<file path="config.mk">
export PLATFORM = sky130hd
export DESIGN_NAME = ref_loss_mon
export DESIGN_NICKNAME = d
export VERILOG_FILES = /design/src/rtl/rlm_pkg.sv /design/src/rtl/rlm_window_mon.sv /design/src/rtl/rlm_lock_fsm.sv /design/src/rtl/rlm_flywheel.sv /design/src/rtl/ref_loss_mon.sv
export SDC_FILE = /design/constraint.sdc
export NUM_CORES = 1
export LEC_CHECK = 0
export BUFFER_PORTS_ARGS = -buffer_cell sky130_fd_sc_hd__buf_2
export CORE_MARGIN = 1.5
export CORE_UTILIZATION = 45
export DETAILED_ROUTE_END_ITERATION = 10
export GPL_TIMING_DRIVEN = 0
export PLACE_DENSITY_LB_ADDON = 0.05
export SYNTH_ARGS = -nofsm -noshare
export SYNTH_HDL_FRONTEND = slang
export SYNTH_HIERARCHICAL = 1
export SYNTH_SLANG_ARGS = --single-unit
export TNS_END_PERCENT = 50
</file>
<file path="constraint.sdc">
create_clock -name clk -period 3.9 [get_ports clk]
set_clock_uncertainty 0.1 [all_clocks]
set_input_delay 0.78 -clock clk [delete_from_list [all_inputs] [get_ports clk]]
set_output_delay 0.78 -clock clk [all_outputs]
set_load 0.01 [all_outputs]
</file>
<file path="src/rtl/rlm_pkg.sv">
package rlm_pkg;
  typedef enum logic [1:0] {
    ST_LOCK = 2'd0,
    ST_SLIP = 2'd1,
    ST_FRZ  = 2'd2
  } rlm_state_e;
endpackage

</file>
<file path="src/rtl/rlm_window_mon.sv">
module rlm_window_mon #(
  parameter int CNT_W = 16
) (
  input  logic             clk,
  input  logic             rst_n,
  input  logic             hs_i,
  input  logic [CNT_W-1:0] period_i,
  input  logic [CNT_W-1:0] tol_i,
  output logic             good_o,
  output logic             bad_o,
  output logic             miss_o,
  output logic [CNT_W:0]   gap_o
);
  localparam int CW = CNT_W + 1;

  logic [CW-1:0] gap_q;
  logic [CW-1:0] win_lo;
  logic [CW-1:0] win_hi;

  always_comb begin
    win_hi = {1'b0, period_i} + {1'b0, tol_i};
    if (tol_i >= period_i) win_lo = CW'(1);
    else                   win_lo = {1'b0, period_i - tol_i};
  end

  assign good_o = hs_i && (gap_q >= win_lo) && (gap_q <= win_hi);
  assign bad_o  = hs_i && !good_o;
  assign miss_o = !hs_i && (gap_q >= win_hi);
  assign gap_o  = gap_q;

  always_ff @(posedge clk or negedge rst_n) begin
    if (!rst_n)                gap_q <= '0;
    else if (hs_i || miss_o)   gap_q <= CW'(1);
    else if (gap_q != '1)      gap_q <= gap_q + CW'(1);
  end
endmodule

</file>
<file path="src/rtl/rlm_lock_fsm.sv">
module rlm_lock_fsm
  import rlm_pkg::*;
#(
  parameter int RELOCK_CNT = 2
) (
  input  logic       clk,
  input  logic       rst_n,
  input  logic       good_i,
  input  logic       bad_i,
  input  logic       miss_i,
  output rlm_state_e state_o,
  output logic       relock_o
);
  localparam int GW = $clog2(RELOCK_CNT + 1);

  rlm_state_e    state_q;
  logic [GW-1:0] run_q;

  assign state_o  = state_q;
  assign relock_o = (state_q == ST_FRZ) && good_i && (run_q == GW'(RELOCK_CNT - 1));

  always_ff @(posedge clk or negedge rst_n) begin
    if (!rst_n) begin
      state_q <= ST_FRZ;
      run_q   <= '0;
    end else begin
      case (state_q)
        ST_LOCK: if (miss_i) state_q <= ST_SLIP;
        ST_SLIP: begin
          if (good_i)      state_q <= ST_LOCK;
          else if (miss_i) state_q <= ST_FRZ;
        end
        default: begin
          if (relock_o) begin
            state_q <= ST_LOCK;
            run_q   <= '0;
          end else if (good_i) begin
            run_q <= run_q + GW'(1);
          end else if (bad_i || miss_i) begin
            run_q <= '0;
          end
        end
      endcase
    end
  end

  // a miss while locked moves to the slip state
  assert_slip_on_miss_R4: assert property (@(posedge clk) disable iff (!rst_n)
    (state_q == ST_LOCK && miss_i) |=> (state_q == ST_SLIP));

  // an accepted pulse while slipping restores lock
  assert_slip_recovers_R4: assert property (@(posedge clk) disable iff (!rst_n)
    (state_q == ST_SLIP && good_i) |=> (state_q == ST_LOCK));

  // a second consecutive miss enters freeze
  assert_second_miss_freezes_R5: assert property (@(posedge clk) disable iff (!rst_n)
    (state_q == ST_SLIP && miss_i) |=> (state_q == ST_FRZ));

  // freeze is left only on an accepted pulse
  assert_exit_on_good_R7: assert property (@(posedge clk) disable iff (!rst_n)
    (state_q != ST_FRZ && $past(state_q == ST_FRZ)) |-> $past(good_i));
endmodule

</file>
<file path="src/rtl/rlm_flywheel.sv">
module rlm_flywheel
  import rlm_pkg::*;
#(
  parameter int CNT_W = 16
) (
  input  logic             clk,
  input  logic             rst_n,
  input  rlm_state_e       state_i,
  input  logic             good_i,
  input  logic             miss_i,
  input  logic             relock_i,
  input  logic [CNT_W:0]   gap_i,
  input  logic [CNT_W-1:0] period_i,
  output logic             h_o
);
  localparam int CW = CNT_W + 1;

  logic [CW-1:0] fw_q;
  logic [CW-1:0] per_q;
  logic          per_vld_q;
  logic [CW-1:0] per_eff;
  logic          genlock, wrap, evt, load;
  logic          h_q;

  assign per_eff = per_vld_q ? per_q : {1'b0, period_i};
  assign genlock = (state_i != ST_FRZ);
  assign wrap    = !genlock && (fw_q >= per_eff);
  assign load    = good_i && (genlock || relock_i);
  assign evt     = (genlock && (good_i || miss_i)) || wrap || relock_i;
  assign h_o     = h_q;

  always_ff @(posedge clk or negedge rst_n) begin
    if (!rst_n) begin
      fw_q      <= '0;
      per_q     <= '0;
      per_vld_q <= 1'b0;
      h_q       <= 1'b0;
    end else begin
      h_q <= evt;
      if (evt)               fw_q <= CW'(1);
      else if (fw_q != '1)   fw_q <= fw_q + CW'(1);
      if (load) begin
        per_q     <= gap_i;
        per_vld_q <= 1'b1;
      end
    end
  end

  // the free-running strobe never repeats on consecutive clocks in freeze
  assert_freeze_spacing_R6: assert property (@(posedge clk) disable iff (!rst_n)
    (state_i == ST_FRZ && h_q && !relock_i && per_eff > CW'(1)) |=> !h_q);
endmodule

</file>
<file path="src/rtl/ref_loss_mon.sv">
module ref_loss_mon
  import rlm_pkg::*;
#(
  parameter int CNT_W      = 16,
  parameter int RELOCK_CNT = 2
) (
  input  logic             clk,
  input  logic             rst_n,
  input  logic             hsync_i,
  input  logic             vsync_i,
  input  logic             fsync_i,
  input  logic [CNT_W-1:0] line_period_i,
  input  logic [CNT_W-1:0] win_tol_i,
  output logic             h_out_o,
  output logic             lock_lost_o,
  output logic             ref_lost_o
);
  logic           good, bad, miss, relock;
  logic [CNT_W:0] gap;
  rlm_state_e     state;
  logic           vert_unused;

  // vertical and frame references are deliberately not monitored
  assign vert_unused = vsync_i ^ fsync_i;

  rlm_window_mon #(.CNT_W(CNT_W)) mon_i (
    .clk(clk), .rst_n(rst_n), .hs_i(hsync_i),
    .period_i(line_period_i), .tol_i(win_tol_i),
    .good_o(good), .bad_o(bad), .miss_o(miss), .gap_o(gap)
  );

  rlm_lock_fsm #(.RELOCK_CNT(RELOCK_CNT)) fsm_i (
    .clk(clk), .rst_n(rst_n), .good_i(good), .bad_i(bad), .miss_i(miss),
    .state_o(state), .relock_o(relock)
  );

  rlm_flywheel #(.CNT_W(CNT_W)) fw_i (
    .clk(clk), .rst_n(rst_n), .state_i(state), .good_i(good), .miss_i(miss),
    .relock_i(relock), .gap_i(gap), .period_i(line_period_i), .h_o(h_out_o)
  );

  assign lock_lost_o = (state != ST_LOCK);
  assign ref_lost_o  = (state == ST_FRZ);

  // freeze is only reached after lock was already lost
  assert_freeze_after_slip_R5: assert property (@(posedge clk) disable iff (!rst_n)
    $rose(ref_lost_o) |-> $past(lock_lost_o));
endmodule

</file>
==> results.md <==
- Antenna viol nets, final: 0
- Finished Core Util: 0.614
- Layout cells sized above 1: 0.304
- CP Capture Type: register
- Placed Instances: between 800 and 900
- Top_reg_cell synth: dfrtp_1
- CP arrival: 5.10 ns
- RSZ-0062 raised after global routing: true
- Clock root buffer: clkbuf_16
- Worst-Margin Slew: slightly above 0.7 ns
- Post-synth top area share: 0.241
- Commonest cells post-synth: 87 x ha_1, 66 x nor2_1, 56 x dfrtp_1
- TritonCTS clock tree: done
- Nets: 884
- Synth cell types: between 70 and 80
- Hold_ws: 0.385 ns
- Setup ws final: -1.10 ns
- IO Pins: 40
- Mapped Nets: roughly 790
- FMAX: around 0.20 GHz
- Netlist Area Pre-Place: just under 6000 µm²
- DR vias: 5302
- TritonCTS Buffers: 9
- #FFs+latches synth: 57
- Worst Hold Class: register to register
- Slew HR: 0.529
- Gpl congestion: 0.901
- Worst-path fanout max: 6
- Die span in x: 117 µm
- Number of global-route vias before repair: ~5.3k
- Largest net degree at the start of global routing: just under 60
- Non-Filler Instances: between 900 and 1k
- Worst hold path startpoint: fsm_i/run_q[1]$_DFFE_PN0P_
- Setup violators final: 50
- Core area: 12600 µm²
- Worst R2R Start: mon_i/gap_o[2]$_DFFE_PN0P_
- Clock Latency Late Sink: roughly 0.33 ns
- DRC viols: 0
- Cell with the most instances after synthesis: ha_1
- Antenna violations before repair: 0
- Die ar.: about 14000 µm²
- Critical path class: input pin to register
- Die height: about 120 µm
- Slowest-stage cell, CP: or3b_4
- Hold_buf cts: 0
- CTS max path bufs: 2
- Total global-route track usage: 0.248
- Fin. max-slew vios: 0
- Asr flop ratio synth: 1.00
- # diodes: 0
- Pleak: approximately 3.5 nW
- Total wire length: 16.7 mm
- Fin crit period: around 5.0 ns
- Failing checks: negative setup slack
- Clk slew on worst S/H paths: about 0.05 ns
- 1st-iter DRT viols: roughly 210
- DR WL/cell: between 15 and 20 µm
- HPWL after detailed placement: ~12 mm
- Avg Inst Size Synth: ~8.7 µm²
- First-pass GRT wire length: 25.9 mm
- CTS Sinks: 57
- Fin. Hold Viols: 0
- Sum Neg Setup Slack: -39.47 ns
- Synth area leader: dfrtp_1
- Critical path's largest stage delay: about 0.44 ns
- Synth Warn #: 6
- Ranking of synthesized cells by area: dfrtp_1 24%, ha_1 19%, xnor2_1 5.1%
- Max IR drop VDD: ~210 µV
- Total power: 0.00349 W
- Rows: 41
- Pwr per Cell Area: about 450 nW/µm²
- Starting Density: 0.461
- CP Data Required Time: 4.01 ns
- Drt first pass iters: 4
- I/O Buffers: 37
- Register area share after synthesis: 0.245
- Synth Instances: 666
- Max-cap viol count: 0
- Number of flops mapped to enable cells by yosys: 0
- Status: finished with violations
- Worst Setup SP: line_period_i[0]
- Area Growth Syn to Fin: 33.2%
- Total grt overflow: 0
- Via/cell ratio: 5.67
- Critical Path Start Type: input pin
- Crit share post-route: 1.28
- H-tree Lvls: 3
worst paths after layout:
path | depth (start not counted) | to | slack, ns
hold / removal | 2 | fsm_i/run_q[1]$_DFFE_PN0P_ | 0.39
min in group asynchronous | 1 | fw_i/fw_q[3]$_DFFE_PN0P_ | 0.41
setup / recovery | 25 | fw_i/fw_q[10]$_DFFE_PN0P_ | -1.10
hold reg to reg | 2 | fsm_i/run_q[1]$_DFFE_PN0P_ | 0.39
setup reg to reg | 15 | fw_i/fw_q[10]$_DFFE_PN0P_ | 0.53
max in group asynchronous | 1 | fw_i/per_q[10]$_DFFE_PN0P_ | 2.83
logic make-up after synthesis:
group                    synth area share
adder cells (fa/ha/maj)             0.194
multiplexers                       0.0694
XOR/XNOR                           0.0707
buffers and inverters              0.0522
AO/OA/AOI/OAI                       0.161
flip-flops                          0.245
AND/OR/NAND/NOR                     0.208
worst max-delay path: cells and delay by family:
family	cells	cell delay (ns)
and+or+nand+nor	10	1.78
AOI/OAI and AO/OA	8	1.36
adders and majority gates	3	0.76
buffers and inverters	4	0.41
power by group:
part	total, W	switching, W	internal, W
sequential	0.000945	0.000200	0.000745
combinational	0.00156	0.000805	0.000757
clock	0.000980	0.000259	0.000721
total	0.00349	0.00126	0.00222
area by class of cell:
class	count	area (µm²)
clock inverter	5	125
inverter	42	173
buffer	20	168
sequential	57	1430
multi-input combinational	542	4680
tap	172	215
timing repair buffer	86	708
clock buffer	11	253
fill	1109	4870
metal layers:
layer	global-route usage	up-vias	routed length, µm
li1	-	2580	-
met1	0.290	2609	7100
met2	0.469	90	8700
met3	0.0254	23	440
met4	0.0884	0	411
met5	0	-	0
cells in the final DEF (no fill, tap or decap), types with 14 or more instances in the layout:
cell type,instances
ha_1,76
nor2_1,61
dfrtp_1,56
buf_4,38
nand2_1,38
inv_1,36
a21oi_1,36
xnor2_1,34
buf_2,31
buf_6,21
mux2i_1,19
nand3_1,19
nand4_1,15
nor3_2,14
mux2_4,14
registers in the layout (all words and copies together) (netlist names):
register and flops:
fsm_i/run_q 2, fw_i/h_o 1, fw_i/per_vld_q 1, fsm_i/state_o 2
fw_i/per_q 17, mon_i/gap_o 17, fw_i/fw_q 17
what timing repair did:
item                                    4_1_cts  5_1_grt
gates resized for setup                      62       73
buffers inserted                             31       15
cloned                                        3        1
pin swaps                                    24       49
endpoints found under the setup margin       57       56
metrics by stage:
step / setup slack [ns] / area (µm²)
6_report: -1.10 / 7750
5_1_grt: -1.26 / 7750
4_1_cts: -1.02 / 7390
3_5_place_dp: -2.24 / 6430
3_3_place_gp: -2.21 / 6430
2_1_floorplan: -0.934 / 6030
Power figures use the tool's default switching activity.
